### src/rtl/rxq_pkg.sv
package rxq_pkg;

  typedef struct packed {
    logic brk;
    logic frm;
    logic par;
  } rxq_flags_t;

  typedef struct packed {
    logic push;
    logic pop;
    logic flush;
  } rxq_strobes_t;

endpackage

### src/rtl/rxq_datapath.sv
module rxq_datapath
  import rxq_pkg::*;
#(
  parameter int DEPTH  = 64,
  parameter int DATA_W = 8
) (
  input  logic              clk,
  input  logic              rstN,
  input  rxq_strobes_t      strb,
  input  logic              fifoEmpty,
  input  logic [DATA_W-1:0] inData,
  input  rxq_flags_t        inFlags,
  output logic [DATA_W-1:0] headData,
  output rxq_flags_t        headFlags,
  output logic              headHasErr
);

  localparam int PTR_W = (DEPTH > 1) ? $clog2(DEPTH) : 1;
  localparam logic [PTR_W-1:0] LAST = PTR_W'(DEPTH - 1);

  logic [DATA_W-1:0] dataMem [DEPTH];
  rxq_flags_t        flagMem [DEPTH];
  logic [PTR_W-1:0]  wrPtr;
  logic [PTR_W-1:0]  rdPtr;

  function automatic logic [PTR_W-1:0] stepPtr(input logic [PTR_W-1:0] p);
    return (p == LAST) ? '0 : p + 1'b1;
  endfunction

  always_ff @(posedge clk) begin
    if (strb.push) begin
      dataMem[wrPtr] <= inData;
      flagMem[wrPtr] <= inFlags;
    end
  end

  always_ff @(posedge clk or negedge rstN) begin
    if (!rstN) begin
      wrPtr <= '0;
      rdPtr <= '0;
    end else if (strb.flush) begin
      wrPtr <= '0;
      rdPtr <= '0;
    end else begin
      if (strb.push) wrPtr <= stepPtr(wrPtr);
      if (strb.pop)  rdPtr <= stepPtr(rdPtr);
    end
  end

  rxq_flags_t rawFlags;
  always_comb begin
    rawFlags   = flagMem[rdPtr];
    headHasErr = rawFlags.brk | rawFlags.frm | rawFlags.par;
    headData   = fifoEmpty ? '0 : dataMem[rdPtr];
    headFlags  = fifoEmpty ? '0 : rawFlags;
  end

endmodule

### src/rtl/rxq_ctrl.sv
module rxq_ctrl
  import rxq_pkg::*;
#(
  parameter int DEPTH = 64
) (
  input  logic                       clk,
  input  logic                       rstN,
  input  logic                       fifoClear,
  input  logic                       wrValid,
  input  logic                       wrHasErr,
  input  logic                       rhrRead,
  input  logic                       lsrRead,
  input  logic                       headHasErr,
  output rxq_strobes_t               strb,
  output logic                       fifoEmpty,
  output logic [$clog2(DEPTH+1)-1:0] fillCount,
  output logic                       errAny,
  output logic                       overrun,
  output logic                       dataReady
);

  localparam int CNT_W = $clog2(DEPTH + 1);

  logic [CNT_W-1:0] count;
  logic [CNT_W-1:0] errCnt;
  logic             full;
  logic             errInc;
  logic             errDec;

  always_comb begin
    full       = (count == CNT_W'(DEPTH));
    fifoEmpty  = (count == '0);
    strb.flush = fifoClear;
    strb.push  = wrValid && !full && !fifoClear;
    strb.pop   = rhrRead && !fifoEmpty && !fifoClear;
    errInc     = strb.push && wrHasErr;
    errDec     = strb.pop && headHasErr;
  end

  always_ff @(posedge clk or negedge rstN) begin
    if (!rstN) begin
      count   <= '0;
      errCnt  <= '0;
      overrun <= 1'b0;
    end else if (fifoClear) begin
      count   <= '0;
      errCnt  <= '0;
      overrun <= 1'b0;
    end else begin
      case ({strb.push, strb.pop})
        2'b10:   count <= count + 1'b1;
        2'b01:   count <= count - 1'b1;
        default: count <= count;
      endcase
      if (errInc && !errDec)      errCnt <= errCnt + 1'b1;
      else if (errDec && !errInc) errCnt <= errCnt - 1'b1;
      if (wrValid && full) overrun <= 1'b1;
      else if (lsrRead)    overrun <= 1'b0;
    end
  end

  assign fillCount = count;
  assign errAny    = (errCnt != '0);
  assign dataReady = !fifoEmpty;

endmodule

### src/rtl/rx_err_fifo.sv
module rx_err_fifo
  import rxq_pkg::*;
#(
  parameter int DEPTH  = 64,
  parameter int DATA_W = 8
) (
  input  logic                       clk,
  input  logic                       rstN,
  input  logic                       fifoClear,
  input  logic                       wrValid,
  input  logic [DATA_W-1:0]          wrData,
  input  logic                       wrBrk,
  input  logic                       wrFrm,
  input  logic                       wrPar,
  input  logic                       rhrRead,
  input  logic                       lsrRead,
  output logic [DATA_W-1:0]          headData,
  output logic                       headBrk,
  output logic                       headFrm,
  output logic                       headPar,
  output logic                       errAny,
  output logic                       overrun,
  output logic                       dataReady,
  output logic [$clog2(DEPTH+1)-1:0] fillCount
);

  rxq_strobes_t strb;
  rxq_flags_t   inFlags;
  rxq_flags_t   headFlags;
  logic         fifoEmpty;
  logic         headHasErr;

  assign inFlags = '{brk: wrBrk, frm: wrFrm, par: wrPar};

  rxq_ctrl #(.DEPTH(DEPTH)) u_ctrl (
    .clk        (clk),
    .rstN       (rstN),
    .fifoClear  (fifoClear),
    .wrValid    (wrValid),
    .wrHasErr   (wrBrk | wrFrm | wrPar),
    .rhrRead    (rhrRead),
    .lsrRead    (lsrRead),
    .headHasErr (headHasErr),
    .strb       (strb),
    .fifoEmpty  (fifoEmpty),
    .fillCount  (fillCount),
    .errAny     (errAny),
    .overrun    (overrun),
    .dataReady  (dataReady)
  );

  rxq_datapath #(.DEPTH(DEPTH), .DATA_W(DATA_W)) u_dp (
    .clk        (clk),
    .rstN       (rstN),
    .strb       (strb),
    .fifoEmpty  (fifoEmpty),
    .inData     (wrData),
    .inFlags    (inFlags),
    .headData   (headData),
    .headFlags  (headFlags),
    .headHasErr (headHasErr)
  );

  assign headBrk = headFlags.brk;
  assign headFrm = headFlags.frm;
  assign headPar = headFlags.par;

endmodule

### config.mk
export PLATFORM = sky130hd
export DESIGN_NAME = rx_err_fifo
export DESIGN_NICKNAME = d
export VERILOG_FILES = /design/src/rtl/rxq_pkg.sv /design/src/rtl/rxq_datapath.sv /design/src/rtl/rxq_ctrl.sv /design/src/rtl/rx_err_fifo.sv
export SDC_FILE = /design/constraint.sdc
export NUM_CORES = 1
export LEC_CHECK = 0
export CAP_MARGIN = 0
export CORE_MARGIN = 2
export CORE_UTILIZATION = 60
export CTS_BUF_LIST = sky130_fd_sc_hd__clkbuf_8
export CTS_CLUSTER_DIAMETER = 40
export DETAILED_ROUTE_END_ITERATION = 6
export GPL_TIMING_DRIVEN = 0
export PLACE_DENSITY = 0.77
export SYNTH_ARGS = -nofsm -noshare
export SYNTH_HDL_FRONTEND = slang
export SYNTH_SLANG_ARGS = --single-unit
### constraint.sdc
create_clock -name clk -period 4.65 [get_ports clk]
set_input_delay 0.93 -clock clk [delete_from_list [all_inputs] [get_ports clk]]
set_output_delay 0.93 -clock clk [all_outputs]
set_load 0.02 [all_outputs]
==> flow_summary_export.csv, run 1 <==
group,metric,value,unit
detailed_routing,dr_total_vias,16880,
global_route,grt_first_pass_wirelength,108.7,mm
synth,ys_seq_area_share,74.09,%
cts,cts-hold-fix-buffers,0,
critical_path,setup.worst_path.class,"register to output port",
synth,synth-edff-count,704,
cts,numCtsBuffers,113,
synth,postSynthNetCount,1657,
synth,async_reset_ff_share,3.694,%
layout,n_fill_cell,2907,
global_route,overflow,0,
placement,dpl.cell_count,2298,
floorplanning,placement_rows,81,
placement,port_buffers,36,
sta,relSlewSlack,5.569,%
placement,routabilityCongestion,0.8957,
floorplanning,coreArea,0.04865,mm2
placement,dpl_cell_area,0.03078,mm2
global_route,grt_pass1_vias,16640,
synth,synthTopCellsByArea,"edfxtp_1, mux4_2, mux2i_1",
layout,syn_to_final_growth,16.06,%
detailed_routing,routed_via_density,6.674,
synth,netlist_instances,1626,
detailed_routing,drc,0,
power_and_ir_drop,ir_worst_vdd,0.2873,mV
detailed_routing,routed_wl,75.67,mm
critical_path,start_kind,"register",
job,drv.max_cap_violation_count,0,
power_and_ir_drop,power.density,509.7,mW/mm2
critical_path,cp.required,3.72,ns
floorplanning,die_w,225.5,um
cts,cts_root_buf,"clkbuf_8",
floorplanning,io_pins,38,
layout,drive_above_1_share,27.60,%
critical_path,regToRegStartpoint,"u_dp.rdPtr[0]$_DFFE_PN0P_",
sta,setup_violations,0,
sta,worst-slew-pin-transition,1.411,ns
synth,synth_common_cells,"edfxtp_1, mux2i_1, mux4_2",
worst_hold_path,hold_class,"input pin to asynchronous set/reset pin",
synth,yosys.area.top_type,"edfxtp_1",
sta,finalCriticalPeriod,4.638,ns
detailed_routing,firstDrtPassIters,5,
layout,layout.nets,1841,
synth,synth_area_per_cell,18.11,um2
cts,cts_buffer_depth,3,
global_route,track_usage,30.22,%
critical_path,worstPathArrival,3.71,ns
cts,htree_levels,3,
layout,regArea,0.02182,mm2
sta,hold_violations,0,
placement,hpwl,49.02,mm
sta,fmax,215.6,MHz
global_route,grt_antenna_before_repair,1,
detailed_routing,drtIter0Drc,2398,
sta,clock_skew,0.04124,ns
sta,post-route-period-util,99.75,%
layout,multi_input_area,0.007754,mm2
synth,ys_warn_count,0,
synth,syn-cell-area,0.02944,mm2
cts,tritoncts,"built",
floorplanning,fp.dieArea,0.05086,mm2
cts,clkTransAtPathRegs,0.07,ns
detailed_routing,drt-wirelength-per-cell,29.92,um
synth,synthFlopType,"edfxtp_1",
critical_path,path_max_fanout,10,
synth,post-synth-top-count-cell,"edfxtp_1",
synth,synth_top_area_share,71.80,%
global_route,grt_max_degree,61,
critical_path,cp-end-kind,"output port",
detailed_routing,ant_nets,0,
outcome,status,"finished clean",
sta,whs,0.2514,ns
cts,clk_latency,0.73,ns
sta,maxSlewViolCount,0,
power_and_ir_drop,power_leakage,10.78,nW
floorplanning,die_h,225.5,um
layout,final_cells,2529,
layout,stdcell_area,0.03417,mm2
floorplanning,start_util,60.53,%
cts,clock_sinks,731,
synth,synth_seq_cells,731,
critical_path,cp-startpoint,"u_dp.rdPtr[2]$_DFFE_PN0P_",
synth,synth_cell_type_count,61,
## state kept, by name, summed over array words and instances (netlist names)
name              cells
u_dp.wrPtr            6
u_dp.flagMem        192
u_ctrl.overrun        1
u_ctrl.errCnt         7
u_dp.rdPtr            6
u_ctrl.fillCount      7
u_dp.dataMem        512
## cell families after synthesis
| kind of cell | synth area share (%) |
|---|---|
| multiplexers | 13.19 |
| buffers and inverters | 1.925 |
| XOR/XNOR | 0.3867 |
| AO/OA/AOI/OAI | 6.034 |
| flip-flops | 74.09 |
| adder cells (fa/ha/maj) | 0.6459 |
| AND/OR/NAND/NOR | 3.727 |
## critical path, stage by stage (launching register included)
cell	delay, ns
dfrtp_1	0.42
buf_2	0.31
buf_4	0.28
clkbuf_2	0.35
clkdlybuf4s15_2	0.70
a21oi_2	0.24
a211oi_4	0.38
a211oi_2	0.08
buf_4	0.21
## per-stage QoR
| stage | setup TNS, ns | power [mW] | setup slack (ns) | utilization (%) |
|---|---|---|---|---|
| finish | 0 | 17.42 | 0.01155 | 70.25 |
| global route | -0.08163 | 17.96 | -0.04890 | 70.25 |
| CTS | 0 | 17.24 | 0.003771 | 69.62 |
| global placement | -21.60 | 11.56 | -1.031 | 62.87 |
| detailed placement | -9.074 | 11.65 | -1.038 | 63.28 |
| floorplan | 0 | 10.23 | 0.6017 | - |
## power by group
part / switching, mW / total, mW / internal, mW
clock network: 2.50 / 5.13 / 2.63
logic: 2.66 / 4.91 / 2.26
registers: 0.0767 / 7.38 / 7.30
## worst paths after layout
| path | endpoint | slack (ns) | depth (start not counted) |
|---|---|---|---|
| max | headData[0] | 0.01 | 8 |
| max reg2reg | u_ctrl.errCnt[6]$_DFFE_PN0P_ | 0.11 | 19 |
| max in group asynchronous | u_dp.wrPtr[0]$_DFFE_PN0P_ | 3.93 | 1 |
| min reg2reg | u_ctrl.overrun$_DFFE_PN0P_ | 0.52 | 2 |
| min | u_dp.rdPtr[0]$_DFFE_PN0P_ | 0.25 | 1 |
| min in group clk | u_ctrl.overrun$_DFFE_PN0P_ | 0.52 | 2 |
## final cells by class
type | instances | area share, %
repair buffers | 72 | 2.255
well taps | 622 | 2.277
multi-input cells | 787 | 22.69
clock inverters | 90 | 1.446
flip-flops and latches | 731 | 63.84
diodes | 1 | 0.007323
clock buffers | 121 | 4.873
inverters | 7 | 0.07689
plain buffers | 98 | 2.534
## cells in the final DEF, fill, tap and decap left out, types with 11 or more instances in the layout
cell and n:
a211oi_2 25, a21oi_1 47, a21oi_2 16, a21oi_4 15, buf_12 26, buf_2 23, buf_4 33, buf_6 14
clkbuf_1 22, clkbuf_2 11, clkbuf_8 125, clkdlybuf4s50_1 14, clkinv_1 36, clkinv_2 12, dfrtp_1 27, edfxtp_1 704
ha_1 12, inv_1 37, mux2_2 33, mux2i_1 112, mux4_2 105, nand2_1 57, nor2_1 99, nor2b_1 12
o21ai_0 16, o21ai_1 22, o221ai_1 13, o221ai_2 17, o22ai_1 25, o22ai_2 11, or3_1 11
## routing by layer
| layer | GRT usage, % | up-vias | part of all wire (%) |
|---|---|---|---|
| li1 | - | 6990 | - |
| met1 | 42.12 | 8522 | 38 |
| met2 | 46.50 | 1157 | 47 |
| met3 | 6.741 | 210 | 11 |
| met4 | 13.46 | 0 | 4.4 |
| met5 | 0 | - | 0 |
## timing repair
| item | 4_1_cts | 5_1_grt |
|---|---|---|
| gates resized for setup | 265 | 58 |
| endpoints found under the hold margin | 0 | 0 |
| pin swaps | 28 | 20 |
| buffers inserted | 9 | 10 |
| endpoints found under the setup margin | 15 | 10 |
| gates cloned | 1 | 0 |
(Power assumes the default switching activity.)
==> run 2: changes to the inputs <==
--- a/config.mk
+++ b/config.mk
@@ -6,6 +6,7 @@
 export NUM_CORES = 1
 export LEC_CHECK = 0
 export CAP_MARGIN = 0
+export CORE_ASPECT_RATIO = 2
 export CORE_MARGIN = 2
 export CORE_UTILIZATION = 60
 export CTS_BUF_LIST = sky130_fd_sc_hd__clkbuf_8
==> run 2 against run 1 <==
Against the previous run:
- the run now ends with negative setup slack left
- critical path depth shrank 2
- largest cell class unchanged
- non-clock buffer count shrank 1
- final cell count shrank 1.1%
- sequential power is essentially flat
- sequential share of layout area grew 0.57 points
- combinational power grew 4.3%
- die area grew 0.21%
- via count shrank 0.25%
- clock skew shrank 0.0024 ns
- sequential cell count is the same
==> flow_summary_export.csv, run 2 (same netlist as run 1, synthesis figures left out) <==
group,metric,value,unit
cts,cts-hold-fix-buffers,0,
global_route,grt_max_degree,59,
cts,cts_root_buf,"clkbuf_8",
critical_path,slowest_stage,"clkbuf_1",
sta,hold_violations,0,
floorplanning,placement_rows,114,
critical_path,cp_cell_sequence,"clkbuf_1 -> clkbuf_1 -> a211oi_2 -> a211oi_4 -> a211oi_2 -> buf_4",
sta,post-route-period-util,101.3,%
global_route,grt_pass1_vias,17320,
power_and_ir_drop,power.density,505.7,mW/mm2
cts,clock_sinks,731,
power_and_ir_drop,p_seq_share,43.1,%
sta,setup_violations,5,
floorplanning,start_util,60.89,%
global_route,overflow,0,
detailed_routing,routed_wl,80.59,mm
cts,cts_buffer_depth,3,
power_and_ir_drop,totalPowerFinal,17.13,mW
cts,clk_latency,0.70,ns
floorplanning,die_w,160.6,um
layout,mostFrequentLayoutCells,"edfxtp_1, mux2i_1, mux4_2",
critical_path,slowest_delay,0.88,ns
power_and_ir_drop,p_sw,5.185,mW
sta,grt_setup_unrepaired,"yes",
critical_path,worstPathArrival,3.78,ns
layout,final_common_cell,"edfxtp_1",
job,drv.max_cap_violation_count,0,
power_and_ir_drop,p_sw_share,30.27,%
sta,clock_skew,0.03883,ns
sta,worst_slack,-0.06245,ns
global_route,grt_first_pass_wirelength,114.3,mm
cts,htree_levels,3,
layout,largest-register,"u_dp.dataMem",
power_and_ir_drop,p_int,11.94,mW
floorplanning,die_h,317.3,um
layout,largest_reg_flops,512,
outcome,status,"finished, violations left",
cts,numCtsBuffers,93,
detailed_routing,firstDrtPassIters,6,
placement,routabilityCongestion,1.017,
power_and_ir_drop,p_clk_share,27.0,%
critical_path,cp-startpoint,"u_dp.rdPtr[4]$_DFFE_PN0P_",
detailed_routing,dr_total_vias,16840,
power_and_ir_drop,ir_worst_vdd,0.2879,mV
critical_path,cp.required,3.72,ns
layout,largestRegisters,"u_dp.dataMem (512), u_dp.flagMem (192)",
floorplanning,fp.dieArea,0.05097,mm2
power_and_ir_drop,p_comb_share,29.9,%
sta,final.setup.tns,-0.1706,ns
placement,hpwl,54.85,mm
critical_path,cp-end-kind,"output port",
detailed_routing,drc,0,
detailed_routing,drtIter0Drc,2026,
sta,fmax,212.2,MHz
worst_hold_path,hold_class,"input pin to asynchronous set/reset pin",
detailed_routing,routed_via_density,6.734,
cts,tritoncts,"built",
layout,drive_above_1_share,27.03,%
power_and_ir_drop,power_leakage,10.60,nW
sta,worst-slew-pin-transition,1.449,ns
placement,port_buffers,36,
sta,finalCriticalPeriod,4.712,ns
critical_path,regToRegStartpoint,"u_dp.rdPtr[1]$_DFFE_PN0P_",
critical_path,start_kind,"register",
layout,syn_to_final_growth,15.04,%
global_route,grt_antenna_before_repair,1,
critical_path,path_max_fanout,10,
detailed_routing,ant_nets,0,
cts,clkTransAtPathRegs,0.07,ns
floorplanning,io_pins,38,
floorplanning,coreArea,0.04835,mm2
sta,maxSlewViolCount,0,
layout,layout.nets,1820,
sta,whs,0.2872,ns
detailed_routing,drt-wirelength-per-cell,32.23,um
critical_path,setup.worst_path.class,"register to output port",
outcome,violations,"negative setup slack",
global_route,track_usage,32.13,%
sta,relSlewSlack,3.071,%
-- run 2: final timing paths --
check                                                    end  slack, ns  depth (start not counted)
worst max-delay path                             headData[4]      -0.06                          6
worst min-delay path               u_dp.wrPtr[5]$_DFFE_PN0P_       0.29                          1
worst max register to register  u_ctrl.errCnt[6]$_DFFE_PN0P_       0.09                         20
worst min register to register    u_ctrl.overrun$_DFFE_PN0P_       0.51                          2
max in group asynchronous       u_ctrl.errCnt[3]$_DFFE_PN0P_       3.88                          1
min in group clk                  u_ctrl.overrun$_DFFE_PN0P_       0.51                          2
-- run 2: critical path, delay by kind of cell (launching register included) --
family | cells | cell delay [ns]
compound gates | 3 | 0.68
buf+inv | 3 | 1.78
flops | 1 | 0.61
-- run 2: power by group through the flow --
stage | sequential [mW] | clock (mW) | combinational (mW)
global route | 7.38 | 4.90 | 5.28
detailed placement | 7.51 | 0 | 4.27
floorplan | 7.52 | 0 | 2.71
CTS | 7.37 | 4.64 | 4.84
finish | 7.38 | 4.63 | 5.12
global placement | 7.53 | 0 | 4.17
-- run 2: layout make-up --
class	count	area, um2
Sequential cell	731	21820
Fill cell	2869	14480
Multi-Input combinational cell	787	7706
Clock buffer	97	1335
Buffer	99	972.2
Tap cell	638	798.3
Timing Repair Buffer	70	715.7
Clock inverter	70	500.5
Inverter	7	26.28
Antenna cell	1	2.502
-- run 2: timing repair --
item / CTS / global route
setup endpoints to repair: 17 / 11
pin swaps: 33 / 14
buffers inserted: 11 / 8
resized for setup: 287 / 56
cloned: 0 / 2
-- run 2: through the flow --
step / util, % / cells / area [um2] / setup slack [ns]
floorplan: - / 1626 / 29440 / 0.6017
finish: 70.05 / 2500 / 33870 / -0.06245
detailed placement: 63.68 / 2313 / 30790 / -1.464
global route: 70.05 / 2500 / 33870 / -0.01119
global placement: 63.29 / 2300 / 30600 / -1.410
CTS: 69.45 / 2490 / 33580 / -0.08688
-- run 2: per-layer routing --
layer / GRT usage (%) / part of all wire, % / up-vias
met4: 25.41 / 8.8 / 0
met3: 5.504 / 7.8 / 334
met2: 57.18 / 53 / 1065
li1: - / - / 6912
met5: 0 / 0 / -
met1: 33.56 / 30 / 8525
==> run 3: changes to the inputs <==
--- a/config.mk
+++ b/config.mk
@@ -13,7 +13,7 @@
 export CTS_CLUSTER_DIAMETER = 40
 export DETAILED_ROUTE_END_ITERATION = 6
 export GPL_TIMING_DRIVEN = 0
-export PLACE_DENSITY = 0.77
+export PLACE_DENSITY_LB_ADDON = 0.1
 export SYNTH_ARGS = -nofsm -noshare
 export SYNTH_HDL_FRONTEND = slang
 export SYNTH_SLANG_ARGS = --single-unit
==> run 3 against run 2 <==
Against the previous run:
- the flow still finishes with violations (negative setup slack)
- critical path depth up 2
- count of clock-buffer cells in the layout up 1
- worst hold slack better by 0.0015 ns
- clock power up 2%
- global-route usage down 0.55 points
- largest power group unchanged
- register-to-register slack better by 0.04 ns
==> flow_summary_export.csv, run 3 (same netlist as run 1, synthesis figures left out) <==
group,metric,value,unit
worst_hold_path,hold_class,"input pin to asynchronous set/reset pin",
detailed_routing,ant_nets,0,
sta,clock_skew,0.03711,ns
layout,largestRegisters,"u_dp.dataMem (512), u_dp.flagMem (192)",
sta,relSlewSlack,9.247,%
detailed_routing,dr_total_vias,16450,
layout,largest_reg_flops,512,
detailed_routing,firstDrtPassIters,5,
power_and_ir_drop,power_leakage,10.74,nW
floorplanning,die_h,317.3,um
power_and_ir_drop,totalPowerFinal,17.29,mW
sta,fmax,212.1,MHz
floorplanning,coreArea,0.04835,mm2
job,drv.max_cap_violation_count,0,
outcome,status,"finished, violations left",
layout,largest-register,"u_dp.dataMem",
power_and_ir_drop,ir_worst_vdd,0.3771,mV
cts,htree_levels,3,
detailed_routing,drt-wirelength-per-cell,31.49,um
sta,hold_violations,0,
placement,hpwl,54.78,mm
sta,post-route-period-util,101.4,%
cts,numCtsBuffers,95,
sta,whs,0.2886,ns
detailed_routing,drc,0,
critical_path,path_max_fanout,10,
placement,port_buffers,36,
critical_path,cp-end-kind,"output port",
global_route,grt_antenna_before_repair,1,
critical_path,start_kind,"register",
cts,tritoncts,"built",
sta,setup_violations,3,
floorplanning,placement_rows,114,
power_and_ir_drop,power.density,505.3,mW/mm2
detailed_routing,drtIter0Drc,1801,
layout,syn_to_final_growth,16.18,%
critical_path,worstPathArrival,3.78,ns
floorplanning,fp.dieArea,0.05097,mm2
critical_path,cp.required,3.72,ns
detailed_routing,routed_wl,79.32,mm
layout,drive_above_1_share,28.72,%
sta,worst_slack,-0.06466,ns
cts,clkTransAtPathRegs,0.07,ns
cts,clk_latency,0.70,ns
sta,worst-slew-pin-transition,1.356,ns
floorplanning,start_util,60.89,%
global_route,grt_max_degree,52,
detailed_routing,routed_via_density,6.529,
layout,mostFrequentLayoutCells,"edfxtp_1, mux2i_1, mux4_2",
sta,finalCriticalPeriod,4.715,ns
sta,maxSlewViolCount,0,
cts,cts-hold-fix-buffers,0,
critical_path,setup.worst_path.class,"register to output port",
cts,clock_sinks,731,
global_route,overflow,0,
cts,cts_root_buf,"clkbuf_8",
global_route,grt_pass1_vias,16860,
cts,cts_buffer_depth,3,
layout,layout.nets,1836,
floorplanning,io_pins,38,
layout,final_common_cell,"edfxtp_1",
outcome,violations,"negative setup slack",
global_route,track_usage,31.58,%
placement,routabilityCongestion,0.9931,
floorplanning,die_w,160.6,um
global_route,grt_first_pass_wirelength,112.7,mm
[run 3: cell count changes in the layout (fill, tap and decap cells not counted), moves of 5 or more]
| cell | change |
|---|---|
| buf_12 | +6 |
| clkinv_2 | +10 |
| inv_1 | -7 |
| buf_8 | -5 |
| buf_4 | +6 |
[run 3: worst max-delay path, stage by stage (launching register included)]
cell      delay (ns)
dfrtp_1         0.51
clkbuf_4        0.32
buf_4           0.27
clkbuf_2        0.42
buf_2           0.52
a21oi_4         0.15
a211oi_4        0.58
a211oi_4        0.11
buf_6           0.18
[run 3: area by class of cell]
| type | count | area, um2 |
|---|---|---|
| antenna | 1 | 2.502 |
| buffer | 99 | 1013 |
| clock buffer | 98 | 1349 |
| clock inverter | 74 | 511.7 |
| fill | 3043 | 14140 |
| inverter | 7 | 26.28 |
| multi-input combinational | 787 | 7825 |
| sequential | 731 | 21820 |
| tap | 638 | 798.3 |
| timing repair buffer | 84 | 867.1 |
[run 3: final timing paths]
check | startpoint | to | slack, ns | depth (start not counted)
worst max register to register | u_dp.rdPtr[0]$_DFFE_PN0P_ | u_ctrl.errCnt[6]$_DFFE_PN0P_ | 0.13 | 19
min in group clk | u_ctrl.overrun$_DFFE_PN0P_ | u_ctrl.overrun$_DFFE_PN0P_ | 0.51 | 2
max in group asynchronous | rstN | u_dp.wrPtr[1]$_DFFE_PN0P_ | 3.86 | 1
worst min register to register | u_ctrl.overrun$_DFFE_PN0P_ | u_ctrl.overrun$_DFFE_PN0P_ | 0.51 | 2
worst max-delay path | u_dp.rdPtr[2]$_DFFE_PN0P_ | headData[0] | -0.06 | 8
worst min-delay path | rstN | u_ctrl.overrun$_DFFE_PN0P_ | 0.29 | 1
[run 3: per-stage QoR]
stage	cell area, um2	util (%)	TNS (ns)	std cells	worst slack (ns)
6_report	34210	70.75	-0.1249	2519	-0.06466
5_1_grt	34210	70.75	-0.06877	2519	-0.03048
4_1_cts	33690	69.68	-0.1513	2502	-0.04744
3_5_place_dp	30810	63.72	-12.32	2314	-1.527
3_3_place_gp	30600	63.29	-26.77	2300	-1.490
2_1_floorplan	29440	-	0	1626	0.6017
[run 3: where the power goes]
part | leakage, nW | internal (mW) | switching [mW] | total [mW]
clock network | 1.03 | 2.36 | 2.35 | 4.71
registers | 6.69 | 7.30 | 0.0776 | 7.37
logic | 3.02 | 2.42 | 2.78 | 5.20
[run 3: layer usage]
layer | part of all wire (%) | wire, um | up-vias | GRT usage, %
li1 | - | - | 6936 | -
met1 | 33 | 26170 | 8497 | 35.15
met2 | 53 | 42330 | 788 | 56.41
met3 | 6.5 | 5116 | 226 | 5.491
met4 | 7.2 | 5701 | 0 | 19.78
met5 | 0 | 0 | - | 0
[run 3: timing repair]
action                     in CTS  in global routing
setup buffers                  17                 13
pin swaps                      41                 29
gates cloned                    0                  3
resized for setup             295                 76
setup endpoints to repair      16                 10
